==> config.mk <==
export PLATFORM = sky130hd
export DESIGN_NAME = msi_irq_ctrl
export DESIGN_NICKNAME = d
export VERILOG_FILES = /design/src/rtl/msi_irq_pkg.sv /design/src/rtl/msi_addr_match.sv /design/src/rtl/msi_vec_bank.sv /design/src/rtl/msi_irq_ctrl.sv
export SDC_FILE = /design/constraint.sdc
export NUM_CORES = 2
export LEC_CHECK = 0
export ABC_AREA = 1
export BUFFER_PORTS_ARGS = -buffer_cell sky130_fd_sc_hd__buf_2
export CORE_AREA = 3 3 497 253
export DETAILED_ROUTE_END_ITERATION = 16
export DIE_AREA = 0 0 500 256
export PLACE_DENSITY_LB_ADDON = 0.05
export REMOVE_ABC_BUFFERS = 1
export SYNTH_ARGS = -nofsm -noshare
export SYNTH_HDL_FRONTEND = slang
export SYNTH_HIERARCHICAL = 1
export SYNTH_SLANG_ARGS = --single-unit
export TNS_END_PERCENT = 50
==> constraint.sdc <==
create_clock -name clk -period 9.3 [get_ports clk]
set_input_delay 1.395 -clock clk [delete_from_list [all_inputs] [get_ports clk]]
set_output_delay 1.395 -clock clk [all_outputs]
set_load 0.05 [all_outputs]
==> src/rtl/msi_irq_pkg.sv <==
package msi_irq_pkg;

    localparam int REG_DW       = 32;
    localparam int MATCH_W      = 2 * REG_DW;
    localparam int OFF_MATCH_LO = 'h820;
    localparam int OFF_MATCH_HI = 'h824;
    localparam int OFF_BANK0    = 'h828;
    localparam int BANK_STRIDE  = 12;
    localparam int SUB_EN       = 0;
    localparam int SUB_MASK     = 4;
    localparam int SUB_STAT     = 8;

    typedef struct packed {
        logic [REG_DW-1:0] hi;
        logic [REG_DW-1:0] lo;
    } match_st_t;

    typedef struct packed {
        logic [REG_DW-1:0] en;
        logic [REG_DW-1:0] mask;
        logic [REG_DW-1:0] stat;
    } bank_st_t;

    typedef struct packed {
        logic [REG_DW-1:0] rdata;
        logic              irq;
    } top_st_t;

    function automatic int bank_off(int b, int sub);
        return OFF_BANK0 + b * BANK_STRIDE + sub;
    endfunction

endpackage

==> src/rtl/msi_addr_match.sv <==
module msi_addr_match
    import msi_irq_pkg::*;
#(
    parameter int IN_DW = 32,
    parameter int VEC_W = 8
) (
    input  logic               clk,
    input  logic               rst_n,
    input  logic               wr_lo,
    input  logic               wr_hi,
    input  logic [REG_DW-1:0]  wdata,
    input  logic               in_valid,
    input  logic [MATCH_W-1:0] in_addr,
    input  logic [IN_DW-1:0]   in_data,
    output logic [REG_DW-1:0]  match_lo,
    output logic [REG_DW-1:0]  match_hi,
    output logic               hit,
    output logic [VEC_W-1:0]   vec,
    output logic               byp_valid,
    output logic [MATCH_W-1:0] byp_addr,
    output logic [IN_DW-1:0]   byp_data
);

    match_st_t st_d, st_q;

    always_comb begin
        st_d = st_q;
        if (wr_lo) st_d.lo = wdata;
        if (wr_hi) st_d.hi = wdata;
        hit       = in_valid && (in_addr == {st_q.hi, st_q.lo});
        vec       = in_data[VEC_W-1:0];
        byp_valid = in_valid && !hit;
        byp_addr  = in_addr;
        byp_data  = in_data;
    end

    always_ff @(posedge clk) begin
        if (!rst_n) st_q <= '0;
        else        st_q <= st_d;
    end

    assign match_lo = st_q.lo;
    assign match_hi = st_q.hi;

    // written halves hold the written word on the next cycle
    a_r2_lo_write: assert property (@(posedge clk) disable iff (!rst_n)
        wr_lo |=> (match_lo == $past(wdata)));
    a_r2_hi_write: assert property (@(posedge clk) disable iff (!rst_n)
        wr_hi |=> (match_hi == $past(wdata)));

endmodule

==> src/rtl/msi_vec_bank.sv <==
module msi_vec_bank
    import msi_irq_pkg::*;
(
    input  logic              clk,
    input  logic              rst_n,
    input  logic              wr_en,
    input  logic              wr_mask,
    input  logic              wr_stat,
    input  logic [REG_DW-1:0] wdata,
    input  logic [REG_DW-1:0] set_req,
    output logic [REG_DW-1:0] en,
    output logic [REG_DW-1:0] mask,
    output logic [REG_DW-1:0] stat,
    output logic [REG_DW-1:0] pend_nxt
);

    bank_st_t          st_d, st_q;
    logic [REG_DW-1:0] set_hit;
    logic [REG_DW-1:0] clr_bits;

    always_comb begin
        st_d     = st_q;
        set_hit  = set_req & st_q.en;
        clr_bits = wr_stat ? wdata : '0;
        if (wr_en)   st_d.en   = wdata;
        if (wr_mask) st_d.mask = wdata;
        // a capture in the same cycle overrides a clear
        st_d.stat = (st_q.stat & ~clr_bits) | set_hit;
        pend_nxt  = st_d.stat & ~st_d.mask;
    end

    always_ff @(posedge clk) begin
        if (!rst_n) begin
            st_q.en   <= '0;
            st_q.mask <= '1;
            st_q.stat <= '0;
        end else begin
            st_q <= st_d;
        end
    end

    assign en   = st_q.en;
    assign mask = st_q.mask;
    assign stat = st_q.stat;

    // no status bit appears unless an enabled capture asked for it
    a_r5_no_spurious_set: assert property (@(posedge clk) disable iff (!rst_n)
        1'b1 |=> ((stat & ~$past(stat) & ~$past(set_hit)) == '0));
    // cleared bits are gone unless captured in the same cycle
    a_r6_w1c_clears: assert property (@(posedge clk) disable iff (!rst_n)
        wr_stat |=> ((stat & $past(wdata & ~set_hit)) == '0));
    // captured bits are always present afterwards
    a_r7_set_wins: assert property (@(posedge clk) disable iff (!rst_n)
        (set_hit != '0) |=> ((stat & $past(set_hit)) == $past(set_hit)));

endmodule

==> src/rtl/msi_irq_ctrl.sv <==
module msi_irq_ctrl
    import msi_irq_pkg::*;
#(
    parameter int NUM_BANKS = 8,
    parameter int REG_AW    = 12,
    parameter int IN_DW     = 32
) (
    input  logic               clk,
    input  logic               rst_n,
    input  logic               msi_valid,
    input  logic [MATCH_W-1:0] msi_addr,
    input  logic [IN_DW-1:0]   msi_data,
    output logic               byp_valid,
    output logic [MATCH_W-1:0] byp_addr,
    output logic [IN_DW-1:0]   byp_data,
    input  logic               reg_en,
    input  logic               reg_we,
    input  logic [REG_AW-1:0]  reg_addr,
    input  logic [REG_DW-1:0]  reg_wdata,
    output logic [REG_DW-1:0]  reg_rdata,
    output logic               irq
);

    localparam int NUM_VEC = NUM_BANKS * REG_DW;
    localparam int VEC_W   = $clog2(NUM_VEC);
    localparam int BIDX_W  = $clog2(REG_DW);
    localparam int BSEL_W  = VEC_W - BIDX_W;
    localparam int FLAT_W  = NUM_BANKS * REG_DW;

    logic wr_stb, rd_stb;
    logic wr_lo, wr_hi;
    logic hit;
    logic [VEC_W-1:0]  vec;
    logic [REG_DW-1:0] match_lo, match_hi;
    logic [FLAT_W-1:0] en_flat, mask_flat, stat_flat, pend_nxt_flat, set_flat;
    logic [NUM_BANKS-1:0] sel_stat;
    logic [REG_DW-1:0] rd_val;
    top_st_t st_d, st_q;

    assign wr_stb = reg_en && reg_we;
    assign rd_stb = reg_en && !reg_we;
    assign wr_lo  = wr_stb && (reg_addr == REG_AW'(OFF_MATCH_LO));
    assign wr_hi  = wr_stb && (reg_addr == REG_AW'(OFF_MATCH_HI));

    msi_addr_match #(.IN_DW(IN_DW), .VEC_W(VEC_W)) match_i (
        .clk       (clk),
        .rst_n     (rst_n),
        .wr_lo     (wr_lo),
        .wr_hi     (wr_hi),
        .wdata     (reg_wdata),
        .in_valid  (msi_valid),
        .in_addr   (msi_addr),
        .in_data   (msi_data),
        .match_lo  (match_lo),
        .match_hi  (match_hi),
        .hit       (hit),
        .vec       (vec),
        .byp_valid (byp_valid),
        .byp_addr  (byp_addr),
        .byp_data  (byp_data)
    );

    for (genvar b = 0; b < NUM_BANKS; b++) begin : g_bank
        logic sel_en, sel_mask;
        logic [REG_DW-1:0] set_one;

        assign sel_en      = wr_stb && (reg_addr == REG_AW'(bank_off(b, SUB_EN)));
        assign sel_mask    = wr_stb && (reg_addr == REG_AW'(bank_off(b, SUB_MASK)));
        assign sel_stat[b] = wr_stb && (reg_addr == REG_AW'(bank_off(b, SUB_STAT)));
        assign set_one     = (hit && (vec[VEC_W-1:BIDX_W] == BSEL_W'(b)))
                             ? (REG_DW'(1) << vec[BIDX_W-1:0]) : '0;
        assign set_flat[b*REG_DW +: REG_DW] = set_one;

        msi_vec_bank bank_i (
            .clk      (clk),
            .rst_n    (rst_n),
            .wr_en    (sel_en),
            .wr_mask  (sel_mask),
            .wr_stat  (sel_stat[b]),
            .wdata    (reg_wdata),
            .set_req  (set_one),
            .en       (en_flat[b*REG_DW +: REG_DW]),
            .mask     (mask_flat[b*REG_DW +: REG_DW]),
            .stat     (stat_flat[b*REG_DW +: REG_DW]),
            .pend_nxt (pend_nxt_flat[b*REG_DW +: REG_DW])
        );
    end

    always_comb begin
        rd_val = '0;
        if (reg_addr == REG_AW'(OFF_MATCH_LO)) rd_val = match_lo;
        if (reg_addr == REG_AW'(OFF_MATCH_HI)) rd_val = match_hi;
        for (int b = 0; b < NUM_BANKS; b++) begin
            if (reg_addr == REG_AW'(bank_off(b, SUB_EN)))   rd_val = en_flat[b*REG_DW +: REG_DW];
            if (reg_addr == REG_AW'(bank_off(b, SUB_MASK))) rd_val = mask_flat[b*REG_DW +: REG_DW];
            if (reg_addr == REG_AW'(bank_off(b, SUB_STAT))) rd_val = stat_flat[b*REG_DW +: REG_DW];
        end
        st_d.rdata = rd_stb ? rd_val : '0;
        st_d.irq   = |pend_nxt_flat;
    end

    always_ff @(posedge clk) begin
        if (!rst_n) st_q <= '0;
        else        st_q <= st_d;
    end

    assign reg_rdata = st_q.rdata;
    assign irq       = st_q.irq;

    // the line tracks deliverable pending state of the same cycle
    a_r8_irq_level: assert property (@(posedge clk) disable iff (!rst_n)
        irq == |(stat_flat & ~mask_flat));
    // a bypassed write leaves interrupt status untouched
    a_r9_byp_quiet: assert property (@(posedge clk) disable iff (!rst_n)
        (byp_valid && (sel_stat == '0)) |=> (stat_flat == $past(stat_flat)));

endmodule

-- Word-level counts from Yosys, hierarchy flattened
Cells that the tools add are included.
- eq/ne operators: 34
- shifts and indexed selects: 1
- mux-type cells: 50
- bitwise gates (word level): 48
- reduce and logical (&&, ||, !) cells: 43
- operator list (cell ; count):
    32-bit two-way mux ; 50
    32-bit AND ; 24
    32-bit NOT ; 16
    12-bit == test (second input constant) ; 26
    32-bit bitwise OR ; 8
    256-bit OR reduction ; 1
    64-bit == test ; 1
    1-bit logical AND ; 38
    1-bit by 5-bit << shifter with 32-bit output (first input constant) ; 1
    3-bit == test (second input constant) ; 4
    3-bit by 2-bit == test with 1-bit output (second input constant) ; 2
    3-bit by 1-bit == test with 1-bit output (second input constant) ; 1
    3-bit logical NOT ; 1
    1-bit logical NOT ; 2
    2-bit AND reduction ; 1
- register bits after elaboration: 865
- input port bits: 145
- output and inout bits: 130
- logic and storage cells: 204

-- Depth between registers and ports, before layout
- depth after elaboration: 27
- mapped depth: 48
- mapped depth without buffers: 48

-- Hierarchy
Netlist, hierarchy kept.
- by module, submodules not included (module ; times used ; cells an instance ; area an instance (um^2) ; seq. area each (um^2)):
    msi_vec_bank ; 8 ; 509 ; 4137.7 ; 1921.8
    msi_irq_ctrl ; 1 ; 2193 ; 10864.2 ; 660.6
    msi_addr_match ; 1 ; 699 ; 4546.9 ; 1281.2

-- Worst setup path after synthesis
No wires, ideal clock.
- path kind: input to register
- start: input port reg_addr[2]
- end: register st_q, in the netlist irq
- library setup time: 0.140 ns
- data arrival time: 4.030 ns
- required time: 9.160 ns
- setup slack: 5.130 ns
- cell stages on the path: 18
- buffers on the path: 4
- cells stage by stage: buf_6 -> nor2_4 -> nand2_4 -> nor2_8 -> inv_2 -> nor2_1 -> inv_2 -> clkbuf_1 -> buf_2 -> nor2_1 -> buf_2 -> nand2_1 -> nand2_1 -> a21oi_2 -> nor4_1 -> nand4_1 -> nor4_1 -> a41oi_1
- longest elaborated chain between the ends: 8
- elaborated cells between the ends (all ways): 89
- those cells by class: eq/ne: 16; mux: 16; bitwise: 40; reduce/logical: 17
- RTL lines (what ; RTL line ; source):
    from (decl) ; msi_irq_ctrl.sv:18 ; input logic [REG_AW-1:0] reg_addr,
    12-bit == test ; msi_irq_ctrl.sv:69 ; assign sel_stat[b] = wr_stb && (reg_addr == REG_AW'(bank_off(b, SUB_STAT)));
    1-bit logical AND ; msi_irq_ctrl.sv:69 ;
    named net sel_stat[4] ; msi_irq_ctrl.sv:36 ; logic [NUM_BANKS-1:0] sel_stat;
    32-bit two-way mux ; msi_vec_bank.sv:24 ; clr_bits = wr_stat ? wdata : '0;
    32-bit NOT ; msi_vec_bank.sv:28 ; st_d.stat = (st_q.stat & ~clr_bits) | set_hit;
    32-bit AND ; msi_vec_bank.sv:28 ;
    32-bit bitwise OR ; msi_vec_bank.sv:28 ;
    32-bit AND ; msi_vec_bank.sv:29 ; pend_nxt = st_d.stat & ~st_d.mask;
    named net pend_nxt_flat[137] ; msi_irq_ctrl.sv:35 ; logic [FLAT_W-1:0] en_flat, mask_flat, stat_flat, pend_nxt_flat, set_flat;
    256-bit OR reduction ; msi_irq_ctrl.sv:99 ; st_d.irq = |pend_nxt_flat;
    to (signal assigned) ; msi_irq_ctrl.sv:104 ; else st_q <= st_d;
    to (decl) ; msi_irq_ctrl.sv:38 ; top_st_t st_d, st_q;
The timed path passes the listed nets, and every way through them passes these cells.
A chain may end at the register's enable or synchronous reset.

-- Final worst setup path
- start: input port reg_addr[9]
- end: register st_q, in the netlist irq
- elaborated cells between the ends (all ways): 89
- those cells by class: eq/ne: 16; mux: 16; bitwise: 40; reduce/logical: 17
- RTL lines (what ; RTL line ; source):
    12-bit == test ; msi_irq_ctrl.sv:68 ; assign sel_mask = wr_stb && (reg_addr == REG_AW'(bank_off(b, SUB_MASK)));
    1-bit logical AND ; msi_irq_ctrl.sv:68 ;
    named net g_bank[3].sel_mask ; msi_irq_ctrl.sv:64 ; logic sel_en, sel_mask;
    32-bit two-way mux ; msi_vec_bank.sv:26 ; if (wr_mask) st_d.mask = wdata;
    32-bit NOT ; msi_vec_bank.sv:29 ;
    32-bit AND ; msi_vec_bank.sv:29 ;
    named net pend_nxt_flat[96] ; msi_irq_ctrl.sv:35 ;
    256-bit OR reduction ; msi_irq_ctrl.sv:99 ;
The timed path passes the listed nets, and every way through them passes these cells.

==> metrics.yaml <==
status: "complete, but fails checks"
violations: "capacitance limit, slew limit"
die-area_um2: 128000
syn_to_final_growth_pct: 8.728
syn_avg_cell_area_um2: 6.966
clockBufferDepth: 3
synthCells: 6964
insertion_delay_ns: 0.70
switching_share: 0.2519
power.density_nw_per_um2: 147.2
period_share: 0.8015
fin_cells: 8633
synth_edf_count: 0
p_int_mw: 5.808
worst_pin_slew_ns: 1.623
skew_ns: 0.03029
p_seq_frac: 0.477
yosys_warnings: 6
via_per_inst: 5.505
die_w_um: 500
critPathMaxFanout: 31
crit_type: "in -> reg"
rr_worst_depth: 22
clkSlewWorstSetupHoldPaths_ns: 0.07
leakagePower_nw: 20.33
place_congestion: 1.006
drcViolationCount: 0
drive_gt1_frac: 0.2147
start_util: 0.3971
cts_tree: "done"
post_cts_buffers: 0
globalRouteTotalUtil: 0.3002
routed_wl_um: 198700
mappedNetlistArea_um2: 48510
drtIter0Drc: 5685
cts_hold_buffers: 0
peakVddDrop_uv: 131.2
rows: 91
final_util: 0.4317
slew_viol_final: 10
clock_sinks: 865
final_area_um2: 52750
setup_viol: 0
dp_cells: 8474
power.share.combinational: 0.050
hold_path_class: "reg -> reg"
dr_total_vias: 47530
postRouteAntennaNets: 0
drt-pass1-iter-count: 7
hpwl_um: 150500
ys_types: 50
wl_per_cell_um: 23.02
worst_hold_slack_ns: 0.4795
nets: 7083
period_needed_ns: 7.454
die_h_um: 256
fmax_mhz: 134.2
grt_max_degree: 180
grt_pass1_vias: 42590
ios: 275
rsz0062_at_grt: "no"
cp-end-kind: "flip-flop"
synthArstFlopShare: 0
arrival_ns: 7.98
placed_area_um2: 49870
cts-root-buf: "clkbuf_16"
fin_setup_tns_ns: 0
synth_seq_area_share: 0.3569
grt_pass1_wl_um: 290000
coreArea_um2: 122200
max_slew_margin: -0.09231
hold_violations: 0
antenna_found_initial: 5
hold_path_depth: 2
synth-seq-cells: 865
drv_cap: 4
gr-total-overflow: 0
ys.flop_type: "dfxtp_1"
pwr-share-clk: 0.473
htree_levels: 3
start_kind: "input port"
cts_resized: 0
critPathRequiredTime_ns: 9.82
power.switching_mw: 1.955
numCtsBuffers: 88
io_buffers: 226
## stage by stage
stage | setup WS (ns) | power [mW]
after global placement | 1.478 | 4.166
after CTS | 2.304 | 7.820
after floorplan | 3.397 | 3.867
final | 1.846 | 7.763
after global routing | 1.933 | 7.981
after detailed placement | 1.567 | 4.168
## Yosys cell counts, types with 81 or more instances
library cell,number,area [um^2]
nor2_1,1049,3938
dfxtp_1,865,17320
o21ai_1,126,630.6
a21oi_2,240,2102
o21ai_0,287,1436
nand2_4,242,2725
clkbuf_1,89,334.1
a21oi_1,391,1957
nand2_2,247,1545
nand4_1,81,506.7
nand2_1,1930,7244
buf_2,191,955.9
or2_2,158,988.5
buf_4,130,975.9
nand3_1,340,1702
inv_1,153,574.3
## flip-flops by register name, indices dropped and copies added, names as in the netlist
name                cells
match_i/match_lo       32
irq                     1
g_bank.bank_i/en      256
g_bank.bank_i/mask    256
match_i/match_hi       32
g_bank.bank_i/stat    256
reg_rdata              32
## power groups by stage
stage / Sequential (mW) / Combinational, mW / Clock, mW
CTS: 3.70 / 0.380 / 3.74
global placement: 3.79 / 0.379 / 0
floorplan: 3.79 / 0.0788 / 0
global route: 3.70 / 0.405 / 3.88
detailed placement: 3.79 / 0.380 / 0
finish: 3.70 / 0.387 / 3.67
## logic make-up after synthesis
group,count (synthesis),share of synthesized area
XOR/XNOR,74,0.01336
buffers and inverters,668,0.07789
AO/OA/AOI/OAI,1178,0.1485
AND/OR/NAND/NOR,4179,0.4033
flip-flops,865,0.3569
## path summary, 6_finish.rpt
| check | from | to | slack [ns] |
|---|---|---|---|
| hold reg to reg | g_bank[3].bank_i/mask[31] | g_bank[3].bank_i/mask[31] | 0.48 |
| hold / removal | g_bank[3].bank_i/mask[31] | g_bank[3].bank_i/mask[31] | 0.48 |
| setup reg to reg | match_i/match_hi[5] | irq | 3.69 |
| setup / recovery | reg_addr[9] | irq | 1.85 |
## worst max-delay path: stages
cell and delay, ns:
buf_2 0.11, nor2_1 0.12, nand2_2 0.08, buf_4 0.25, nor2_8 0.36, inv_2 0.20, nor2_1 0.64, inv_2 0.47
nor2_2 0.56, buf_4 0.48, nand2_1 0.13, nand2_1 0.12, a21oi_1 0.21, nor4_1 1.42, nand4_1 0.21, nor4_1 0.92
a41oi_1 0.21
## metal layers
metal / share of wire / wire length (um) / track usage
met5: 0 / 0 / 0
met3: 0.13 / 26220 / 0.1109
met2: 0.34 / 67260 / 0.3475
met4: 0.011 / 2095 / 0.03841
met1: 0.52 / 103200 / 0.5027
## cell usage in the layout, fill, tap and decap left out, drive strengths merged, types with 83 or more instances in the layout
master / instances
dfxtp: 865
o21ai: 413
inv: 195
clkbuf: 128
nor2: 1065
nand3: 344
nand4: 83
nand2: 2419
a21oi: 631
or2: 172
buf: 351
## layout make-up
class | count | area [um^2]
Clock buffer | 127 | 2624
Antenna cell | 5 | 12.51
Timing Repair Buffer | 352 | 2100
Clock inverter | 26 | 222.7
Sequential cell | 865 | 17320
Fill cell | 12650 | 69420
Multi-Input combinational cell | 5431 | 27640
Inverter | 200 | 792.0
Tap cell | 1627 | 2036
Power figures use the tool's default switching activity.
